File: src/rtl/sd_cmd_framer_pkg.sv
package sd_cmd_framer_pkg;
    typedef enum logic [2:0] {
        S_IDLE,
        S_FILL,
        S_FRAME,
        S_POLL,
        S_FIN
    } fr_state_t;

    localparam logic [7:0] FILL_BYTE   = 8'hFF;
    localparam logic [6:0] CRC7_POLY   = 7'h09;
    localparam int         FRAME_BYTES = 6;
endpackage

File: src/rtl/sd_cmd_crc7.sv
module sd_cmd_crc7 (
    input  logic       clk,
    input  logic       rst_n,
    input  logic       clr,
    input  logic       step,
    input  logic [7:0] din,
    output logic [6:0] crc
);
    import sd_cmd_framer_pkg::*;

    logic [6:0] crc_q;

    function automatic logic [6:0] crc7_byte(input logic [6:0] c, input logic [7:0] b);
        logic [6:0] r;
        logic       fb;
        r = c;
        for (int i = 7; i >= 0; i--) begin
            fb = r[6] ^ b[i];
            r  = {r[5:0], 1'b0};
            if (fb) r = r ^ CRC7_POLY;
        end
        return r;
    endfunction

    always_ff @(posedge clk or negedge rst_n) begin
        if (!rst_n)      crc_q <= '0;
        else if (clr)    crc_q <= '0;
        else if (step)   crc_q <= crc7_byte(crc_q, din);
    end

    assign crc = crc_q;

    // a cleared register starts every packet at zero
    a_r4_crc_clear: assert property (@(posedge clk) disable iff (!rst_n)
        clr |=> (crc_q == 7'd0));
endmodule

File: src/rtl/sd_cmd_seq.sv
module sd_cmd_seq #(
    parameter int POLL_SLOTS = 8
) (
    input  logic        clk,
    input  logic        rst_n,
    input  logic        start,
    input  logic [5:0]  cmd_index,
    input  logic [31:0] cmd_arg,
    input  logic [6:0]  crc_val,
    output logic        crc_clr,
    output logic        crc_step,
    output logic [7:0]  crc_byte,
    output logic        spi_req,
    output logic [7:0]  spi_tx,
    input  logic        spi_done,
    input  logic [7:0]  spi_rx,
    output logic [7:0]  resp,
    output logic        no_resp,
    output logic        finish
);
    import sd_cmd_framer_pkg::*;

    localparam int MAXCNT = (POLL_SLOTS > FRAME_BYTES) ? POLL_SLOTS : FRAME_BYTES;
    localparam int PW     = $clog2(MAXCNT);
    localparam logic [PW-1:0] LAST_FRAME = PW'(FRAME_BYTES - 1);
    localparam logic [PW-1:0] LAST_SLOT  = PW'(POLL_SLOTS - 1);

    fr_state_t     state, state_nx;
    logic [PW-1:0] pos;
    logic [5:0]    idx_q;
    logic [31:0]   arg_q;
    logic [7:0]    resp_q;
    logic          nores_q;
    logic [7:0]    frame_byte;
    logic          poll_end;

    // packet byte selected by position
    always_comb begin
        unique case (pos)
            PW'(0):  frame_byte = {2'b01, idx_q};
            PW'(1):  frame_byte = arg_q[31:24];
            PW'(2):  frame_byte = arg_q[23:16];
            PW'(3):  frame_byte = arg_q[15:8];
            PW'(4):  frame_byte = arg_q[7:0];
            default: frame_byte = {crc_val, 1'b1};
        endcase
    end

    assign poll_end = spi_done && (((pos != '0) && !spi_rx[7]) || (pos == LAST_SLOT));

    // next state
    always_comb begin
        state_nx = state;
        unique case (state)
            S_IDLE:  if (start) state_nx = S_FILL;
            S_FILL:  if (spi_done) state_nx = S_FRAME;
            S_FRAME: if (spi_done && pos == LAST_FRAME) state_nx = S_POLL;
            S_POLL:  if (poll_end) state_nx = S_FIN;
            S_FIN:   state_nx = S_IDLE;
            default: state_nx = S_IDLE;
        endcase
    end

    // state register and datapath registers
    always_ff @(posedge clk or negedge rst_n) begin
        if (!rst_n) begin
            state   <= S_IDLE;
            pos     <= '0;
            idx_q   <= '0;
            arg_q   <= '0;
            resp_q  <= 8'h00;
            nores_q <= 1'b0;
        end else begin
            state <= state_nx;
            unique case (state)
                S_IDLE: if (start) begin
                    idx_q <= cmd_index;
                    arg_q <= cmd_arg;
                    pos   <= '0;
                end
                S_FILL:  if (spi_done) pos <= '0;
                S_FRAME: if (spi_done) pos <= (pos == LAST_FRAME) ? '0 : pos + 1'b1;
                S_POLL: if (spi_done) begin
                    pos <= pos + 1'b1;
                    if (poll_end) begin
                        resp_q  <= spi_rx;
                        nores_q <= (spi_rx == 8'hFF);
                    end
                end
                default: ;
            endcase
        end
    end

    // outputs
    always_comb begin
        spi_req  = 1'b0;
        spi_tx   = FILL_BYTE;
        finish   = 1'b0;
        crc_clr  = 1'b0;
        crc_step = 1'b0;
        crc_byte = frame_byte;
        unique case (state)
            S_IDLE:  crc_clr = start;
            S_FILL:  spi_req = 1'b1;
            S_FRAME: begin
                spi_req  = 1'b1;
                spi_tx   = frame_byte;
                crc_step = spi_done && (pos < LAST_FRAME);
            end
            S_POLL:  spi_req = 1'b1;
            S_FIN:   finish  = 1'b1;
            default: ;
        endcase
    end

    assign resp    = resp_q;
    assign no_resp = nores_q;

    a_r13_req_hold: assert property (@(posedge clk) disable iff (!rst_n)
        (spi_req && !spi_done) |=> (spi_req && $stable(spi_tx)));
    a_r5_first_slot: assert property (@(posedge clk) disable iff (!rst_n)
        (state == S_POLL && pos == '0 && spi_done) |=> (state == S_POLL));
    a_r7_slot_bound: assert property (@(posedge clk) disable iff (!rst_n)
        (state == S_POLL) |-> (pos <= LAST_SLOT));
    a_r9_fin_pulse: assert property (@(posedge clk) disable iff (!rst_n)
        finish |=> !finish);
    a_r11_resp_hold: assert property (@(posedge clk) disable iff (!rst_n)
        !$stable(resp_q) |-> finish);
    a_r10_busy_start: assert property (@(posedge clk) disable iff (!rst_n)
        (state == S_POLL && start && !spi_done) |=> (state == S_POLL));
    a_r2_header: assert property (@(posedge clk) disable iff (!rst_n)
        (state == S_FRAME && pos == '0) |-> (spi_tx[7:6] == 2'b01));
endmodule

File: src/rtl/sd_cmd_framer.sv
module sd_cmd_framer #(
    parameter int POLL_SLOTS = 8
) (
    input  logic        clk,
    input  logic        rst_n,
    input  logic        start,
    input  logic [5:0]  cmd_index,
    input  logic [31:0] cmd_arg,
    output logic        spi_req,
    output logic [7:0]  spi_tx,
    input  logic        spi_done,
    input  logic [7:0]  spi_rx,
    output logic [7:0]  resp,
    output logic        no_resp,
    output logic        finish
);
    logic       crc_clr;
    logic       crc_step;
    logic [7:0] crc_byte;
    logic [6:0] crc_val;

    sd_cmd_crc7 u_crc (
        .clk   (clk),
        .rst_n (rst_n),
        .clr   (crc_clr),
        .step  (crc_step),
        .din   (crc_byte),
        .crc   (crc_val)
    );

    sd_cmd_seq #(.POLL_SLOTS(POLL_SLOTS)) u_seq (
        .clk       (clk),
        .rst_n     (rst_n),
        .start     (start),
        .cmd_index (cmd_index),
        .cmd_arg   (cmd_arg),
        .crc_val   (crc_val),
        .crc_clr   (crc_clr),
        .crc_step  (crc_step),
        .crc_byte  (crc_byte),
        .spi_req   (spi_req),
        .spi_tx    (spi_tx),
        .spi_done  (spi_done),
        .spi_rx    (spi_rx),
        .resp      (resp),
        .no_resp   (no_resp),
        .finish    (finish)
    );

    // flag agrees with reported byte whenever a command completes
    a_r8_noresp: assert property (@(posedge clk) disable iff (!rst_n)
        finish |-> (no_resp == (resp == 8'hFF)));
endmodule

File: config.mk
export PLATFORM = sky130hd
export DESIGN_NAME = sd_cmd_framer
export DESIGN_NICKNAME = d
export VERILOG_FILES = /design/src/rtl/sd_cmd_framer_pkg.sv /design/src/rtl/sd_cmd_crc7.sv /design/src/rtl/sd_cmd_seq.sv /design/src/rtl/sd_cmd_framer.sv
export SDC_FILE = /design/constraint.sdc
export NUM_CORES = 1
export LEC_CHECK = 0
export ABC_AREA = 0
export BUFFER_PORTS_ARGS = -buffer_cell sky130_fd_sc_hd__buf_2
export CORE_UTILIZATION = 55
export CTS_CLUSTER_DIAMETER = 80
export CTS_CLUSTER_SIZE = 10
export DETAILED_ROUTE_END_ITERATION = 8
export GPL_TIMING_DRIVEN = 0
export PLACE_DENSITY = 0.84
export SYNTH_ARGS = -nofsm -noshare
export SYNTH_HDL_FRONTEND = slang
export SYNTH_HIERARCHICAL = 1
export SYNTH_SLANG_ARGS = --single-unit
export TNS_END_PERCENT = 1
File: constraint.sdc
create_clock -name clk -period 6.9 [get_ports clk]
set_input_delay 0.69 -clock clk [delete_from_list [all_inputs] [get_ports clk]]
set_output_delay 0.69 -clock clk [all_outputs]
set_load 0.01 [all_outputs]
==> out/results.tsv <==
metric	value	unit
post_drt_via_cell_ratio	5.68	
slew_headroom	50.6	%
ys_ff_latch	60	
cts_tree	yes	
required	6.21	ns
critPathLaunchType	flop	
power_leakage	1.69	nW
synthDistinctLibCells	46	
crit_family	buffers and inverters	
synthAdderAreaFrac	2.43	%
synthCells	254	
cp-end-kind	output pin	
num_rows	26	
ctsResizeCount	0	
path_clk_slew	0.06	ns
nNetsFinal	389	
htreeDepth	3	
cts_hold_buf	0	
critPathMaxStageDelay	0.44	ns
critical_path_arrival	2.89	ns
place.gp.congestion	0.838	
max_freq	0.279	GHz
synth_edf_count	0	
p_per_area	578	mW/mm²
clock-root-buffer	clkbuf_8	
synth_fp_nets	310	
synth_seq_area_share	48.7	%
whs	0.437	ns
synthMuxAreaShare	20.1	%
die_w	76.9	µm
die-area	0.00591	mm²
cts.sink_count	60	
start_util	58.5	%
tightest_slew	0.741	ns
hold_path.class	input port to async pin	
grt_pass1_wl	11200	µm
postRouteAntennaNets	0	
path_max_fanout	10	
synth_xor_xnor_area_share	6.16	%
grt_max_degree	61	
synth_top_family_by_area	multiplexers	
maxCapViolations	0	
antenna_found_initial	0	
layout_setup_ws	3.32	ns
path_buf_inv	5	
core-area	0.00527	mm²
slew_violations	0	
io_pins	69	
timing_worst_setup_path_type	flop to output pin	
first_global_vias	2356	
dp_hpwl	4750	µm
setup_viol	0	
setup_tns	0	ns
grt_overflow	0	
fin_skew	0.00814	ns
n_antenna_cell	0	
drive_gt1_share	46.0	%
finalHoldViolCount	0	
rsz0062_at_grt	no	
drtPass1Iterations	4	
io_buffers	68	
yosys_warnings	6	
yosys.area_share.simple	9.41	%
area_growth	19.9	%
layout_worst_path_cycle_share	51.9	%
wire_per_inst	16.5	µm
cts-buffers-inserted	9	
synth_area	0.00309	mm²
clk-insertion-delay-late	0.33	ns
wirelength	6700	µm
postSynth.asyncResetShare	100	%
cpMaxStageDelayCell	dfrtp_1	
crit_chain	buf_2, buf_2, inv_1, ha_1, clkbuf_1, nor2_1, o21ai_2, o211ai_1, or3_1, buf_2	
crit_path_frequent_cell	buf_2	
clk_path_buf_depth	2	
post_cts_buffers	0	
syn_area_per_cell	12.1	µm²
initialDrtViolationCount	202	
post-route-min-period	3.58	ns
track_usage	24.8	%
place_ws	3.68	ns
num_vias	2310	
die_y	76.9	µm
outcome	completed	
drc_errors	0	
peakVddDrop	0.000307	V
ys.flop_type	dfrtp_1	
synth_compound_area_share	9.85	%
[cell usage after synthesis (2+ instances only)]
cell type | instances | area [µm²]
dfrtp_1 | 60 | 1500
mux2_2 | 54 | 608
nor2_1 | 24 | 90.1
o21ai_0 | 10 | 50.1
buf_2 | 8 | 40.0
nor3_1 | 8 | 40.0
xnor2_1 | 8 | 70.1
a21oi_1 | 6 | 30.0
a222oi_1 | 6 | 60.1
ha_1 | 6 | 75.1
nand2_1 | 6 | 22.5
nand2b_1 | 6 | 37.5
inv_1 | 5 | 18.8
a32oi_1 | 4 | 35.0
a211oi_1 | 3 | 22.5
a32o_1 | 3 | 30.0
xor2_1 | 3 | 26.3
buf_6 | 2 | 22.5
nand4_1 | 2 | 12.5
or3_1 | 2 | 12.5
xnor2_2 | 2 | 32.5
xnor3_1 | 2 | 45.0
[cells by family after synthesis]
logic type | Yosys count
DFF | 60
muxes | 55
buffers and inverters | 20
xor gates and xnor gates | 16
and+or+nand+nor | 56
adders and majority gates | 6
AOI/OAI and AO/OA | 41
[metrics by stage]
step / util [%] / total power, mW / area (µm²) / instances
2_1_floorplan: - / 1.55 / 3090 / 254
3_3_place_gp: 66.7 / 1.78 / 3510 / 392
3_5_place_dp: 66.7 / 1.83 / 3510 / 392
4_1_cts: 70.2 / 2.14 / 3700 / 407
5_1_grt: 70.2 / 2.29 / 3700 / 407
6_report: 70.2 / 2.14 / 3700 / 407
[cells in the final DEF (no fill, tap or decap), types with 2 or more instances in the layout]
cell	netlist	final
a32oi_1	4	4
nor2_1	24	24
xnor2_1	8	8
a32o_1	3	3
xor2_1	3	3
o21ai_0	10	10
ha_1	6	6
or3_1	2	2
nand4_1	2	2
nand2_1	6	6
buf_2	8	75
nand2b_1	6	6
inv_1	5	5
dfrtp_1	60	60
buf_6	2	2
a211oi_1	3	3
clkbuf_1	1	4
xnor3_1	2	2
a222oi_1	6	6
buf_4	1	2
a21oi_1	6	6
nor3_1	8	8
mux2_2	54	54
xnor2_2	2	2
clkbuf_8	0	10
[power by group]
group	switching, mW	leakage [nW]	internal [mW]	total, mW
Clock	0.124	0.0935	0.174	0.299
Combinational	0.590	0.872	0.611	1.20
Sequential	0.114	0.725	0.527	0.640
[state kept, by name (all words and copies together), names as in the netlist]
register,flops
u_seq/pos,3
u_seq/idx_q,6
u_seq/arg_q,32
u_crc/crc,7
u_seq/resp,8
u_seq/state,3
u_seq/no_resp,1
[worst register-to-register path: cells and delay by family (launching register included)]
| kind | cells | cell delay, ns |
|---|---|---|
| fa+ha+maj | 1 | 0.14 |
| buf+inv | 4 | 0.85 |
| xor+xnor | 2 | 0.54 |
| simple gates | 2 | 0.26 |
| mux | 2 | 0.74 |
| flops | 1 | 0.44 |
| compound gates | 1 | 0.20 |
[routing by layer]
metal / vias up / part of all wire, % / track usage [%]
met4: 0 / 2.3 / 11.9
met1: 1142 / 44 / 34.8
met5: - / 0 / 0
li1: 1076 / - / -
met2: 78 / 48 / 36.4
met3: 14 / 5.8 / 5.36
[worst paths after layout]
check / to / slack [ns] / cells after the start / startpoint
setup / recovery: spi_tx[0] / 3.32 / 10 / u_seq/pos[2]
max in group asynchronous: u_seq/arg_q[31] / 5.99 / 1 / rst_n
hold / removal: u_seq/arg_q[26] / 0.44 / 1 / rst_n
min in group clk: u_seq/resp[5] / 0.50 / 1 / u_seq/resp[5]
setup reg to reg: u_crc/crc[5] / 3.61 / 12 / u_seq/pos[2]
hold reg to reg: u_seq/resp[5] / 0.50 / 1 / u_seq/resp[5]
[area by class of cell]
class,instances,area [µm²]
clock inverters,2,35.0
flip-flops and latches,60,1500
inverters,6,22.5
fillers,386,1570
repair buffers,68,343
clock buffers,13,149
plain buffers,14,82.6
well taps,70,87.6
multi-input cells,174,1480
(Power assumes the default switching activity.)
